## config.mk

```make
export PLATFORM = sky130hd
export DESIGN_NAME = eep_i2c_slave
export DESIGN_NICKNAME = d
export VERILOG_FILES = /design/src/rtl/eep_i2c_pkg.sv /design/src/rtl/i2c_glitch_filter.sv /design/src/rtl/i2c_bus_events.sv /design/src/rtl/i2c_sda_hold.sv /design/src/rtl/eep_i2c_engine.sv /design/src/rtl/eep_i2c_slave.sv
export SDC_FILE = /design/constraint.sdc
export NUM_CORES = 1
export LEC_CHECK = 0
export BUFFER_PORTS_ARGS = -buffer_cell sky130_fd_sc_hd__buf_4
export CAP_MARGIN = 10
export CORE_MARGIN = 2
export CORE_UTILIZATION = 62
export CTS_CLUSTER_DIAMETER = 150
export DETAILED_ROUTE_END_ITERATION = 7
export HOLD_SLACK_MARGIN = 0.12
export PLACE_DENSITY = 0.86
export SETUP_SLACK_MARGIN = 0.02
export SYNTH_ARGS = -nofsm -noshare
export SYNTH_HDL_FRONTEND = slang
export SYNTH_SLANG_ARGS = --single-unit
```

## constraint.sdc

```tcl
create_clock -name clk -period 3.5 [get_ports clk]
set_clock_uncertainty 0.1 [all_clocks]
set_input_delay 0.35 -clock clk [delete_from_list [all_inputs] [get_ports clk]]
set_output_delay 0.35 -clock clk [all_outputs]
set_load 0.01 [all_outputs]
```

## src/rtl/eep_i2c_pkg.sv

```systemverilog
// Shared types for the serial EEPROM bus slave.
// Assumes: nothing beyond IEEE 1800-2017.
package eep_i2c_pkg;

    // Engine phase within a transfer.
    typedef enum logic [2:0] {
        ST_IDLE,    // ignoring the bus until a Start
        ST_RX,      // shifting in a byte
        ST_RX_ACK,  // driving our acknowledge
        ST_TX,      // shifting out a read byte
        ST_TX_ACK   // sampling the master's acknowledge
    } eng_state_t;

    // Meaning of the next received byte.
    typedef enum logic [1:0] {
        K_CTRL,
        K_ADDR,
        K_DATA
    } byte_kind_t;

endpackage

```

## src/rtl/i2c_glitch_filter.sv

```systemverilog
// Two-flop synchronizer followed by a persistence filter.
// The output takes a new level only after the synchronized input has held it
// for FILT_CYC consecutive clocks, so shorter pulses are dropped.
// Assumes: FILT_CYC >= 2; the line idles high.
module i2c_glitch_filter #(
    parameter int FILT_CYC = 13
) (
    input  logic clk,
    input  logic rst_n,
    input  logic din,
    output logic dout
);
    localparam int CW = $clog2(FILT_CYC);
    localparam logic [CW-1:0] LIMIT = CW'(FILT_CYC - 1);

    logic [1:0]    sync_q;
    logic [CW-1:0] run_q;

    // Bring the asynchronous line into the clock domain.
    always_ff @(posedge clk) begin
        if (!rst_n) sync_q <= 2'b11;
        else        sync_q <= {sync_q[0], din};
    end

    // Accept a level change only once it has persisted long enough.
    always_ff @(posedge clk) begin
        if (!rst_n) begin
            dout  <= 1'b1;
            run_q <= '0;
        end else if (sync_q[1] == dout) begin
            run_q <= '0;
        end else if (run_q == LIMIT) begin
            dout  <= sync_q[1];
            run_q <= '0;
        end else begin
            run_q <= run_q + CW'(1);
        end
    end
endmodule

```

## src/rtl/i2c_bus_events.sv

```systemverilog
// Turns filtered clock/data levels into one-cycle event strobes:
// Start, Stop, clock rise and clock fall.
// Assumes: both inputs come through filters of equal latency.
module i2c_bus_events (
    input  logic clk,
    input  logic rst_n,
    input  logic scl_f,
    input  logic sda_f,
    output logic start_ev,
    output logic stop_ev,
    output logic rise_ev,
    output logic fall_ev
);
    logic scl_q, sda_q;

    // Remember the previous levels for edge detection.
    always_ff @(posedge clk) begin
        if (!rst_n) begin
            scl_q <= 1'b1;
            sda_q <= 1'b1;
        end else begin
            scl_q <= scl_f;
            sda_q <= sda_f;
        end
    end

    // Data edges with the clock held high are bus conditions.
    assign start_ev = scl_f & scl_q & sda_q & ~sda_f;
    assign stop_ev  = scl_f & scl_q & ~sda_q & sda_f;
    assign rise_ev  = scl_f & ~scl_q;
    assign fall_ev  = ~scl_f & scl_q;
endmodule

```

## src/rtl/i2c_sda_hold.sv

```systemverilog
// Output stage of the open-drain data line. Each clock fall restarts a
// countdown; only when it expires is the engine's requested level copied to
// the pad enable, so the line never moves near a clock edge.
// Assumes: HOLD_CYC >= 2 and well below the clock low time.
module i2c_sda_hold #(
    parameter int HOLD_CYC = 76
) (
    input  logic clk,
    input  logic rst_n,
    input  logic fall_ev,
    input  logic want_low,
    output logic sda_oe
);
    localparam int HW = $clog2(HOLD_CYC + 1);

    logic [HW-1:0] wait_q;

    // Count down from each clock fall, then apply the requested level.
    always_ff @(posedge clk) begin
        if (!rst_n) begin
            wait_q <= '0;
            sda_oe <= 1'b0;
        end else if (fall_ev) begin
            wait_q <= HW'(HOLD_CYC);
        end else if (wait_q != '0) begin
            wait_q <= wait_q - HW'(1);
            if (wait_q == HW'(1)) sda_oe <= want_low;
        end
    end
endmodule

```

## src/rtl/eep_i2c_engine.sv

```systemverilog
// Byte-level protocol engine: control byte check, address capture, write
// strobes with page roll, sequential reads and acknowledge decisions.
// All decisions are taken on event strobes; want_low is the requested
// level of the data line, applied later by the hold stage.
// Assumes: mem_rdata is valid for ptr_o well before the clock fall that
// loads a read byte; ADDR_W > 8.
module eep_i2c_engine
    import eep_i2c_pkg::*;
#(
    parameter int         ADDR_W   = 11,
    parameter int         PAGE_W   = 4,
    parameter logic [3:0] DEV_CODE = 4'b1010
) (
    input  logic              clk,
    input  logic              rst_n,
    input  logic              start_ev,
    input  logic              stop_ev,
    input  logic              rise_ev,
    input  logic              fall_ev,
    input  logic              sda_s,
    input  logic              busy_i,
    input  logic [7:0]        rdata,
    output logic [ADDR_W-1:0] ptr_o,
    output logic              we_o,
    output logic [ADDR_W-1:0] waddr_o,
    output logic [7:0]        wdata_o,
    output logic              commit_o,
    output logic              want_low
);
    localparam int BLK_W = ADDR_W - 8;

    eng_state_t        st;
    byte_kind_t        kind;
    logic [3:0]        bit_n;
    logic [7:0]        sr;
    logic [ADDR_W-1:0] ptr;
    logic              is_rd, wrote, byte_ok;

    assign ptr_o = ptr;

    // A finished byte is accepted when idle and, for a control byte, coded right.
    assign byte_ok = ~busy_i & ((kind != K_CTRL) | (sr[7:4] == DEV_CODE));

    // Protocol sequencing; bus conditions take priority over bit events.
    always_ff @(posedge clk) begin
        if (!rst_n) begin
            st       <= ST_IDLE;
            kind     <= K_CTRL;
            bit_n    <= '0;
            sr       <= '0;
            ptr      <= '0;
            is_rd    <= 1'b0;
            wrote    <= 1'b0;
            we_o     <= 1'b0;
            waddr_o  <= '0;
            wdata_o  <= '0;
            commit_o <= 1'b0;
            want_low <= 1'b0;
        end else begin
            we_o     <= 1'b0;
            commit_o <= 1'b0;
            if (start_ev) begin
                st       <= ST_RX;
                kind     <= K_CTRL;
                bit_n    <= '0;
                want_low <= 1'b0;
            end else if (stop_ev) begin
                st       <= ST_IDLE;
                want_low <= 1'b0;
                commit_o <= wrote;
                wrote    <= 1'b0;
            end else begin
                unique case (st)
                    ST_RX: begin
                        if (rise_ev) begin
                            sr    <= {sr[6:0], sda_s};
                            bit_n <= bit_n + 4'd1;
                        end else if (fall_ev && bit_n == 4'd8) begin
                            if (byte_ok) begin
                                want_low <= 1'b1;
                                st       <= ST_RX_ACK;
                                unique case (kind)
                                    K_CTRL: begin
                                        is_rd <= sr[0];
                                        if (!sr[0]) ptr[ADDR_W-1 -: BLK_W] <= sr[BLK_W:1];
                                    end
                                    K_ADDR: ptr[7:0] <= sr;
                                    default: begin
                                        we_o    <= 1'b1;
                                        waddr_o <= ptr;
                                        wdata_o <= sr;
                                        ptr[PAGE_W-1:0] <= ptr[PAGE_W-1:0] + PAGE_W'(1);
                                        wrote   <= 1'b1;
                                    end
                                endcase
                            end else begin
                                st       <= ST_IDLE;
                                want_low <= 1'b0;
                            end
                        end
                    end
                    ST_RX_ACK: begin
                        if (fall_ev) begin
                            bit_n <= '0;
                            if (kind == K_CTRL && is_rd) begin
                                st       <= ST_TX;
                                sr       <= {rdata[6:0], 1'b0};
                                want_low <= ~rdata[7];
                            end else begin
                                st       <= ST_RX;
                                want_low <= 1'b0;
                                kind     <= (kind == K_CTRL) ? K_ADDR : K_DATA;
                            end
                        end
                    end
                    ST_TX: begin
                        if (rise_ev) begin
                            bit_n <= bit_n + 4'd1;
                        end else if (fall_ev) begin
                            if (bit_n == 4'd8) begin
                                want_low <= 1'b0;
                                st       <= ST_TX_ACK;
                                ptr      <= ptr + {{(ADDR_W-1){1'b0}}, 1'b1};
                            end else begin
                                want_low <= ~sr[7];
                                sr       <= {sr[6:0], 1'b0};
                            end
                        end
                    end
                    ST_TX_ACK: begin
                        if (rise_ev && sda_s) begin
                            st <= ST_IDLE;
                        end else if (fall_ev) begin
                            st       <= ST_TX;
                            bit_n    <= '0;
                            sr       <= {rdata[6:0], 1'b0};
                            want_low <= ~rdata[7];
                        end
                    end
                    default: ;
                endcase
            end
        end
    end
endmodule

```

## src/rtl/eep_i2c_slave.sv

```systemverilog
// Top of the serial EEPROM bus slave: line filters, bus event detection,
// protocol engine and delayed open-drain output.
// Assumes: pads are sampled by clk; the write-cycle controller consumes
// mem_we / wr_commit and reports busy_i.
module eep_i2c_slave #(
    parameter int ADDR_W   = 11,
    parameter int PAGE_W   = 4,
    parameter int FILT_CYC = 13,
    parameter int HOLD_CYC = 76
) (
    input  logic              clk,
    input  logic              rst_n,
    input  logic              scl_i,
    input  logic              sda_i,
    output logic              sda_oe,
    output logic [ADDR_W-1:0] mem_raddr,
    input  logic [7:0]        mem_rdata,
    output logic              mem_we,
    output logic [ADDR_W-1:0] mem_waddr,
    output logic [7:0]        mem_wdata,
    output logic              wr_commit,
    input  logic              busy_i
);
    logic [1:0] raw, filt;
    logic       scl_f, sda_f;
    logic       start_ev, stop_ev, rise_ev, fall_ev, want_low;

    assign raw   = {sda_i, scl_i};
    assign scl_f = filt[0];
    assign sda_f = filt[1];

    // One identical filter per bus line.
    for (genvar g = 0; g < 2; g++) begin : g_line
        i2c_glitch_filter #(.FILT_CYC(FILT_CYC)) u_flt (
            .clk  (clk),
            .rst_n(rst_n),
            .din  (raw[g]),
            .dout (filt[g])
        );
    end

    i2c_bus_events u_evt (
        .clk     (clk),
        .rst_n   (rst_n),
        .scl_f   (scl_f),
        .sda_f   (sda_f),
        .start_ev(start_ev),
        .stop_ev (stop_ev),
        .rise_ev (rise_ev),
        .fall_ev (fall_ev)
    );

    eep_i2c_engine #(.ADDR_W(ADDR_W), .PAGE_W(PAGE_W)) u_eng (
        .clk     (clk),
        .rst_n   (rst_n),
        .start_ev(start_ev),
        .stop_ev (stop_ev),
        .rise_ev (rise_ev),
        .fall_ev (fall_ev),
        .sda_s   (sda_f),
        .busy_i  (busy_i),
        .rdata   (mem_rdata),
        .ptr_o   (mem_raddr),
        .we_o    (mem_we),
        .waddr_o (mem_waddr),
        .wdata_o (mem_wdata),
        .commit_o(wr_commit),
        .want_low(want_low)
    );

    i2c_sda_hold #(.HOLD_CYC(HOLD_CYC)) u_out (
        .clk     (clk),
        .rst_n   (rst_n),
        .fall_ev (fall_ev),
        .want_low(want_low),
        .sda_oe  (sda_oe)
    );
endmodule

```

Yosys cells after proc, flatten, opt, wreduce, memory -nomap -nowiden
Cells that the tools add are included.
W data, S select, Z words.
- bits in registers: 76
- word-level logic and storage cells: 195
- output and inout port bits: 33
- input port bits: 13
- equality and inequality tests: 39
- reductions and logical operators: 38
- bitwise logic cells: 28
- multiplexer cells: 58
- add/sub/neg operators: 6
- operators by type and width (cell ; number):
    $mux W11 ; 6
    $mux W8 ; 8
    $pmux W8 S4 ; 1
    $mux W3 ; 10
    $reduce_and A8 Y1 ; 3
    $ne A2 B1 Y1 const B ; 11
    $pmux W11 S2 ; 1
    $reduce_and A11 Y1 ; 2
    $reduce_and A10 Y1 ; 2
    $mux W1 ; 19
    $not A1 Y1 ; 19
    $add A4 B1 Y4 const B ; 4
    $eq A4 B4 Y1 const B ; 4
    $mux W4 ; 4
    $ne A2 B2 Y1 const B ; 8
    $ne A4 B3 Y1 const B ; 4
    $mux W7 ; 2
    $reduce_and A7 Y1 ; 2
    $pmux W3 S4 ; 1
    $pmux W4 S3 ; 1
    $reduce_bool A2 Y1 ; 6
    $reduce_or A3 Y1 ; 4
    $add A11 B1 Y11 const B ; 1
    $and A1 B1 Y1 ; 8
    26 further kinds ; 38

Depth between registers and ports, before layout
Gate-level depths: netlist of the first run.
- depth in word-level cells: 9
- mapped depth: 8
- gate-level depth less buffers: 7

Cells and area by module
Synthesis of the first run repeated with hierarchy kept, for this count alone.
- cell total of the unflattened synthesis: 445
- area total of the unflattened synthesis: 3768.6 um2
- by module, submodules not included (module ; sequential area each (um2) ; cells an instance ; times used ; area an instance (um2)):
    eep_i2c_engine ; 1041.0 ; 339 ; 1 ; 2743.9
    i2c_glitch_filter ; 140.1 ; 26 ; 2 ; 264.0
    i2c_sda_hold ; 160.2 ; 46 ; 1 ; 411.6
    i2c_bus_events ; 40.0 ; 8 ; 1 ; 85.1

Worst setup path after synthesis of the first run
OpenSTA, ideal clock, no wires.
- kind: reg2reg
- start: reg g_line[0].u_flt.dout
- end: reg u_eng.bit_n[2]
- data required time: 3.280 ns
- clock period less this slack: 1.721 ns
- arrival: 1.502 ns
- setup slack: 1.779 ns
- path buffers: 2
- stages on the path, launching flop included: 8
- setup time: 0.120 ns
- cell sequence: dfxtp_1 -> buf_6 -> nand2b_4 -> buf_6 -> o31ai_4 -> nand4_1 -> and3b_4 -> a211o_1
- cells in the longest elaborated chain, start to end: 5
- elaborated cells between the ends (all ways): 17
- those cells by class: eq/ne (2); mux (3); bitwise (9); reduce/logical (3)
- ends and longest elaborated chain (item ; line ; text):
    start: declaration ; i2c_glitch_filter.sv:11 ; output logic dout
    start signal: assignment ; i2c_glitch_filter.sv:33 ; dout <= sync_q[1];
    $not A1 Y1 / $and A1 B1 Y1 (equally long branches) ; i2c_bus_events.sv:31, i2c_bus_events.sv:28, i2c_bus_events.sv:29 ;
    $and A1 B1 Y1 (on tied branches) ; i2c_bus_events.sv:31, i2c_bus_events.sv:29 ;
    $mux W4 / $and A1 B1 Y1 (equally long branches) ; -- ;
    $mux W4 / $not A1 Y1 (equally long branches) ; -- ;
    $pmux W4 S3 / $reduce_and A4 Y1 (equally long branches) ; -- ;
    end signal: assignment ; eep_i2c_engine.sv:77 ; bit_n <= bit_n + 4'd1;
    end signal: assignment ; eep_i2c_engine.sv:118 ; bit_n <= bit_n + 4'd1;
    end: declaration ; eep_i2c_engine.sv:34 ; logic [3:0] bit_n;
Parallel ways exist; a longest one is shown, timed or not. The select of a mux whose other input is x is not followed.
A chain may end at the register's enable or synchronous reset.

Worst setup path in the final report of the first run
- start: reg u_eng.st[0]
- end: reg u_eng.ptr[1] (netlist: u_eng.ptr_o[1])
- cells in the longest elaborated chain, start to end: 3
- elaborated cells between the ends (all ways): 12
- those cells by class: eq/ne (9); mux (1); reduce/logical (2)
- ends and longest elaborated chain (item ; line ; text):
    start: declaration ; eep_i2c_engine.sv:32 ; eng_state_t st;
    start signal: assignment ; eep_i2c_engine.sv:47 ; st <= ST_IDLE;
    start signal: assignment ; eep_i2c_engine.sv:63 ; st <= ST_RX;
    start signal: assignment ; eep_i2c_engine.sv:68 ; st <= ST_IDLE;
    $eq A3 B1 Y1 / $eq A3 B2 Y1 (equally long branches) ; eep_i2c_engine.sv:73 ; unique case (st)
    $ne A2 B2 Y1 (no line) (tied with other cells) ; -- ;
    $reduce_and A10 Y1 (no line) ; -- ;
    end signal: indexed assignment ; eep_i2c_engine.sv:85 ; if (!sr[0]) ptr[ADDR_W-1 -: BLK_W] <= sr[BLK_W:1];
    end signal: assignment ; eep_i2c_engine.sv:87 ; K_ADDR: ptr[7:0] <= sr;
    end signal: indexed assignment ; eep_i2c_engine.sv:92 ; ptr[PAGE_W-1:0] <= ptr[PAGE_W-1:0] + PAGE_W'(1);
    end: declaration ; eep_i2c_engine.sv:36 ; logic [ADDR_W-1:0] ptr;
Parallel ways exist; a longest one is shown, timed or not.

==> results of run 1 <==
==> metrics by stage <==
step           setup slack [ps]  instances  hold slack, ps  util [%]
4_1_cts                    1230        534             298      74.7
2_1_floorplan              1780        420             286         -
5_1_grt                    1040        534             308      74.7
3_5_place_dp               1300        516             307      70.8
3_3_place_gp               1350        516             289      70.8
6_report                   1130        534             301      74.7
==> power breakdown <==
group | switching, mW | internal [mW] | leakage [nW] | total (mW)
Sequential | 0.0232 | 0.892 | 0.615 | 0.915
Combinational | 0.116 | 0.0941 | 0.940 | 0.210
Clock | 0.303 | 0.366 | 0.102 | 0.669
==> area by class of cell <==
type | count | share of cell area, %
well taps | 72 | 2.16
inverters | 15 | 1.35
multi-input cells | 307 | 46.3
clock buffers | 12 | 3.72
clock inverters | 4 | 1.14
flip-flops and latches | 76 | 36.5
repair buffers | 48 | 8.77
==> synth_stat cells (8+ instances only) <==
cell type and count:
mux2i_1 15, clkbuf_1 13, nor2b_1 8, nand3_1 33, dfxtp_1 76, inv_1 15
mux2_2 9, nand2_1 46, a21oi_1 24, o21ai_0 25, nor3_1 11, ha_1 9
nor2_1 34, nand2b_1 13
==> metal layers <==
| layer | global-route usage [%] | wire length (um) | up-vias |
|---|---|---|---|
| met1 | 30.7 | 3460 | 1478 |
| met5 | 0 | 0 | - |
| met2 | 44.2 | 3850 | 137 |
| met3 | 4.72 | 493 | 20 |
| met4 | 10.8 | 152 | 0 |
| li1 | - | - | 1569 |
==> what timing repair did <==
action	4_1_cts	5_1_grt
setup endpoints to repair	0	0
hold buffers	2	0
hold endpoints to repair	2	0
resized for setup	0	0
==> cell families (layout without fill, tap and decap cells) <==
family | count (synthesis) | after routing | share of synthesized area (%)
AOI/OAI and AO/OA | 85 | 85 | 15.3
xor gates and xnor gates | 11 | 11 | 2.67
adders and majority gates | 9 | 9 | 3.12
buffers and inverters | 37 | 79 | 4.43
DFF | 76 | 76 | 42.1
muxes | 24 | 24 | 6.96
and+or+nand+nor | 178 | 178 | 25.4
==> state kept, by name (all words and copies together), names as in the netlist, 3 cells and up <==
| name | cells |
|---|---|
| g_line.u_flt.run_q | 8 |
| u_eng.bit_n | 4 |
| u_eng.sr | 8 |
| u_eng.ptr_o | 11 |
| u_out.wait_q | 7 |
| u_eng.st | 3 |
| u_eng.waddr_o | 11 |
| g_line.u_flt.sync_q | 4 |
| u_eng.wdata_o | 8 |
==> tightest hold or removal path: stages <==
cell	delay (ps)
buf_4	70
mux2_2	130
nand2_1	40
mux2i_1	110
==> cells in the final DEF, fill, tap and decap left out, types with 3 or more instances in the layout <==
cell,count
a21oi_1,24
a31oi_1,4
and3b_1,3
buf_4,46
clkbuf_8,11
dfxtp_1,76
ha_1,9
inv_1,15
mux2_2,9
mux2i_1,15
nand2_1,46
nand2b_1,13
nand3_1,33
nand3b_1,3
nand4_1,6
nor2_1,34
nor2b_1,8
nor3_1,11
nor4_1,5
o21ai_0,25
o21ai_1,4
o32ai_1,6
or3_1,3
xnor2_1,6
xor2_1,5
==> final timing paths <==
kind	end	cells after the start	start	slack [ps]
max	u_eng.ptr_o[1]	5	u_eng.st[0]	1130
min	u_eng.sr[3]	4	mem_rdata[2]	300
max reg2reg	u_eng.ptr_o[1]	5	u_eng.st[0]	1130
min reg2reg	g_line[1].u_flt.sync_q[1]	1	g_line[1].u_flt.sync_q[0]	320
==> out/metrics.cfg, run 1 <==
[sta]
finalCritPeriodShare_pct = 67.7
finalSetupViolCount = 0
fin_setup_tns_ps = 0
slew_headroom_pct = 56.5
rsz0062_at_grt = no
worstMarginPinSlew_ps = 652
fin_crit_ps = 2370
finalHoldViolations = 0
fmax_mhz = 422
finalMaxSlewViolations = 0

[power_and_ir_drop]
powerDensity_mw_per_mm2 = 431
leakage_nw = 1.66
p_total_mw = 1.79
irDropWorstVdd_uv = 343

[detailed_routing]
drt-pass1-iter-count = 7
drt_iter0_markers = 325
vias = 3204
ant_nets = 0
wl_per_cell_um = 14.9
drt_wl_total_um = 7950
drt_drc_violations_left = 0
routed_via_density = 6.00

[die]
die_h_um = 80.3
dieArea_mm2 = 0.00645
start_util_pct = 64.8
row_count = 27
ios = 46
fp.coreArea_mm2 = 0.00557
dieWidth_um = 80.3

[synth]
synth_cell_types = 57
yosys_warnings = 0
synth_top_cell_area_share_pct = 42.1
netlist_area_mm2 = 0.00361
yosys.area.top_type = dfxtp_1
synth.area.top_cells = dfxtp_1, nand2_1, nand3_1
synth_seq_cells = 76
yosysSeqAreaShare_pct = 42.1
async_flop_share_pct = 0
synthCells = 420
synth_ff_type = dfxtp_1
synth_edf_count = 0
avgSynthCellArea_um2 = 8.60
syn_nets = 442

[finish]
final-seq-area_mm2 = 0.00152
final_net_count = 479
fill_cells = 398
area_growth_pct = 15.3
layout-drive-gt1-share_pct = 17.1
multi_input_area_mm2 = 0.00193
final_cell_area_mm2 = 0.00417
insertedDiodeCount = 0

[clock_tree]
cts_buffer_depth = 2
cts_setup_buffers = 0
cts_root_buf = clkbuf_8
cts.clk_slew.worst_paths_ps = 80
clock_latency_ps = 340
cts.sinks = 76
cts_tree = done
cts_buffers = 9
cts-htree-levels = 3

[grt]
antenna_found_initial = 0
grt_pass1_vias = 2965
grt_max_degree = 66
grt_pass1_wl_um = 13000
grt.overflow.total = 0
grt_usage_pct = 25.4

[setup_path]
worst-path-buf-inv = 0
path_class = reg2reg
crit_path_top_delay_cell = dfxtp_1
startpoint_type = flip-flop
arrival_ps = 2480
cp_top_family = simple AND/OR/NAND/NOR gates
path_cells = nand3b_1, nand2b_1, mux2_2, mux2i_1, nor2_1
critPathMaxFanout = 18
crit_path_end_kind = flip-flop
max_stage_delay_ps = 710
worstPathRequired_ps = 3610

[place]
place_area_mm2 = 0.00394
routabilityCongestion = 0.914
dp_hpwl_um = 5540
io_buffers = 45

[job]
maxCapViolCount = 0

[outcome]
status = completed

[worst_hold_path]
hp-class = in2reg

Power figures use the tool's default switching activity.
==> inputs of run 2 (changes only) <==
CORE_UTILIZATION = 57   (was 62)
PLACE_DENSITY = 0.8   (was 0.86)
clock period = 2.4 ns   (was 3.5 ns; I/O delays follow)
==> run 2 against run 1 <==
Wire length fell by 1.4%; critical path depth stayed put; clock power grew 46%; critical endpoint is now u_eng.bit_n[2]; largest cell class unchanged; clock-buffer cell count fell by 1; die area rose by 8.3%; cell count rose by 1.7%.
==> out/metrics.cfg, run 2 (synthesis results as in run 1) <==
[outcome]
status = completed

[clock_tree]
cts.sinks = 76  ; unchanged
cts.clk_slew.worst_paths_ps = 80  ; about the same
cts_buffers = 9  ; unchanged
cts_setup_buffers = 0  ; unchanged
cts_root_buf = clkbuf_8
clock_latency_ps = 340  ; about the same
cts_buffer_depth = 2  ; unchanged
holdBufCountCts = 2  ; unchanged
cts_tree = done
ctsResizeCount = 0  ; unchanged
cts-htree-levels = 3  ; unchanged

[setup_path]
arrival_ps = 2210  ; -270 ps
worstPathRequired_ps = 2530  ; -1080 ps
startpoint_type = flip-flop
path_class = reg2reg
crit_path_end_kind = flip-flop
reg2reg_from = u_eng.st[1]
rrSetupSlack_ps = 320  ; -810 ps
critPathMaxFanout = 18  ; unchanged
critPathLaunch = u_eng.st[1]

[die]
dieWidth_um = 83.6  ; +4.1%
dieArea_mm2 = 0.00699  ; +8.3%
start_util_pct = 57.9  ; -6.9 points
fp.coreArea_mm2 = 0.00624  ; +12%
ios = 46  ; unchanged
row_count = 29  ; +7.4%
die_h_um = 83.6  ; +4.1%

[grt]
grt.overflow.total = 0  ; unchanged
grt_max_degree = 43  ; -35%
grt_pass1_wl_um = 13300  ; +2.5%
antenna_found_initial = 0  ; unchanged
grt_pass1_vias = 2894  ; -2.4%
grt_usage_pct = 23.0  ; -2.4 points

[sta]
slew_headroom_pct = 56.0  ; -0.55 points
rsz0062_at_grt = no
finalSetupViolCount = 0  ; unchanged
finalHoldViolations = 0  ; unchanged
fin_setup_tns_ps = 0  ; unchanged
fmax_mhz = 481  ; +14%
finalCritPeriodShare_pct = 86.6  ; +19 points
setup_ws_ps = 322  ; -809 ps
finalMaxSlewViolations = 0  ; unchanged
worstMarginPinSlew_ps = 660  ; +8.22 ps
fin_crit_ps = 2080  ; -291 ps

[job]
maxCapViolCount = 0  ; unchanged

[detailed_routing]
drt_iter0_markers = 193  ; -41%
ant_nets = 0  ; unchanged
wl_per_cell_um = 14.4  ; -3.0%
drt_drc_violations_left = 0  ; unchanged
drt_wl_total_um = 7840  ; -1.4%
drt-pass1-iter-count = 6  ; -1
routed_via_density = 5.81  ; -3.2%
vias = 3153  ; -1.6%

[finish]
fill_cells = 533  ; +34%
final_net_count = 483  ; +0.84%
layout-drive-gt1-share_pct = 17.8  ; +0.71 points
area_growth_pct = 16.3
final_common_cell = dfxtp_1
final_cell_mix = dfxtp_1, buf_4, nand2_1
insertedDiodeCount = 0  ; unchanged
instances_no_fill = 543  ; +1.7%

[place]
routabilityCongestion = 0.897  ; -1.9%
io_buffers = 45  ; unchanged
dp_hpwl_um = 5670  ; +2.3%
dp.cells = 525  ; +1.7%
dp_slack_ps = 356  ; -949 ps

[worst_hold_path]
hp-class = in2reg
hold_start = rst_n

[power_and_ir_drop]
powerDensity_mw_per_mm2 = 623  ; +45%
irDropWorstVdd_uv = 503  ; +47%
leakage_nw = 1.67  ; +0.48%

-- run 2: cell types whose count changed in the layout (fill, tap and decap cells not counted), sizes merged --
cell,previous run,this run
buf,46,50
clkinvlp,1,3
clkbuf,12,11
clkinv,2,1
-- run 2: critical path: stages, from the launching register on --
cell and delay [ps]:
dfxtp_1 690, nor2b_1 410, a21o_1 130, nand4_1 120
and3b_4 230, a211o_1 290
-- run 2: layout make-up --
type / instances / area [um2] / share of cell area (%)
tap: 77 / 96.3 / 2.29
inverter: 15 / 56.3 / 1.34
timing repair buffer: 52 / 395 / 9.41
multi-input combinational: 307 / 1930 / 45.9
clock inverter: 5 / 61.3 / 1.46
clock buffer: 11 / 141 / 3.36
sequential: 76 / 1520 / 36.2
-- run 2: path summary, 6_finish.rpt --
kind,cells after the start,endpoint
max,5,u_eng.bit_n[2]
min,3,u_eng.st[0]
max reg2reg,5,u_eng.bit_n[2]
min reg2reg,1,g_line[0].u_flt.sync_q[1]
-- run 2: routing by layer --
| layer | global-route usage [%] | vias to the layer above | routed length [um] |
|---|---|---|---|
| met5 | 0 | - | 0 |
| met4 | 7.33 | 0 | 167 |
| met3 | 4.95 | 16 | 396 |
| met2 | 37.7 | 87 | 3660 |
| met1 | 30.5 | 1478 | 3620 |
| li1 | - | 1572 | - |
-- run 2: report_power, final --
part | total, mW | internal, mW | switching [mW]
Combinational | 0.306 | 0.139 | 0.167
Sequential | 1.33 | 1.30 | 0.0331
Clock | 0.978 | 0.510 | 0.468
Total | 2.62 | 1.95 | 0.668
-- run 2: stage by stage --
| stage | hold slack [ps] | utilization [%] | total power, mW | instance area [um2] |
|---|---|---|---|---|
| CTS | 151 | 67.3 | 2.64 | 4200 |
| floorplan | 241 | - | 1.60 | 3610 |
| global route | 147 | 67.3 | 2.73 | 4200 |
| global placement | 290 | 63.8 | 1.66 | 3980 |
| finish | 160 | 67.3 | 2.62 | 4200 |
| detailed placement | 299 | 63.8 | 1.66 | 3980 |
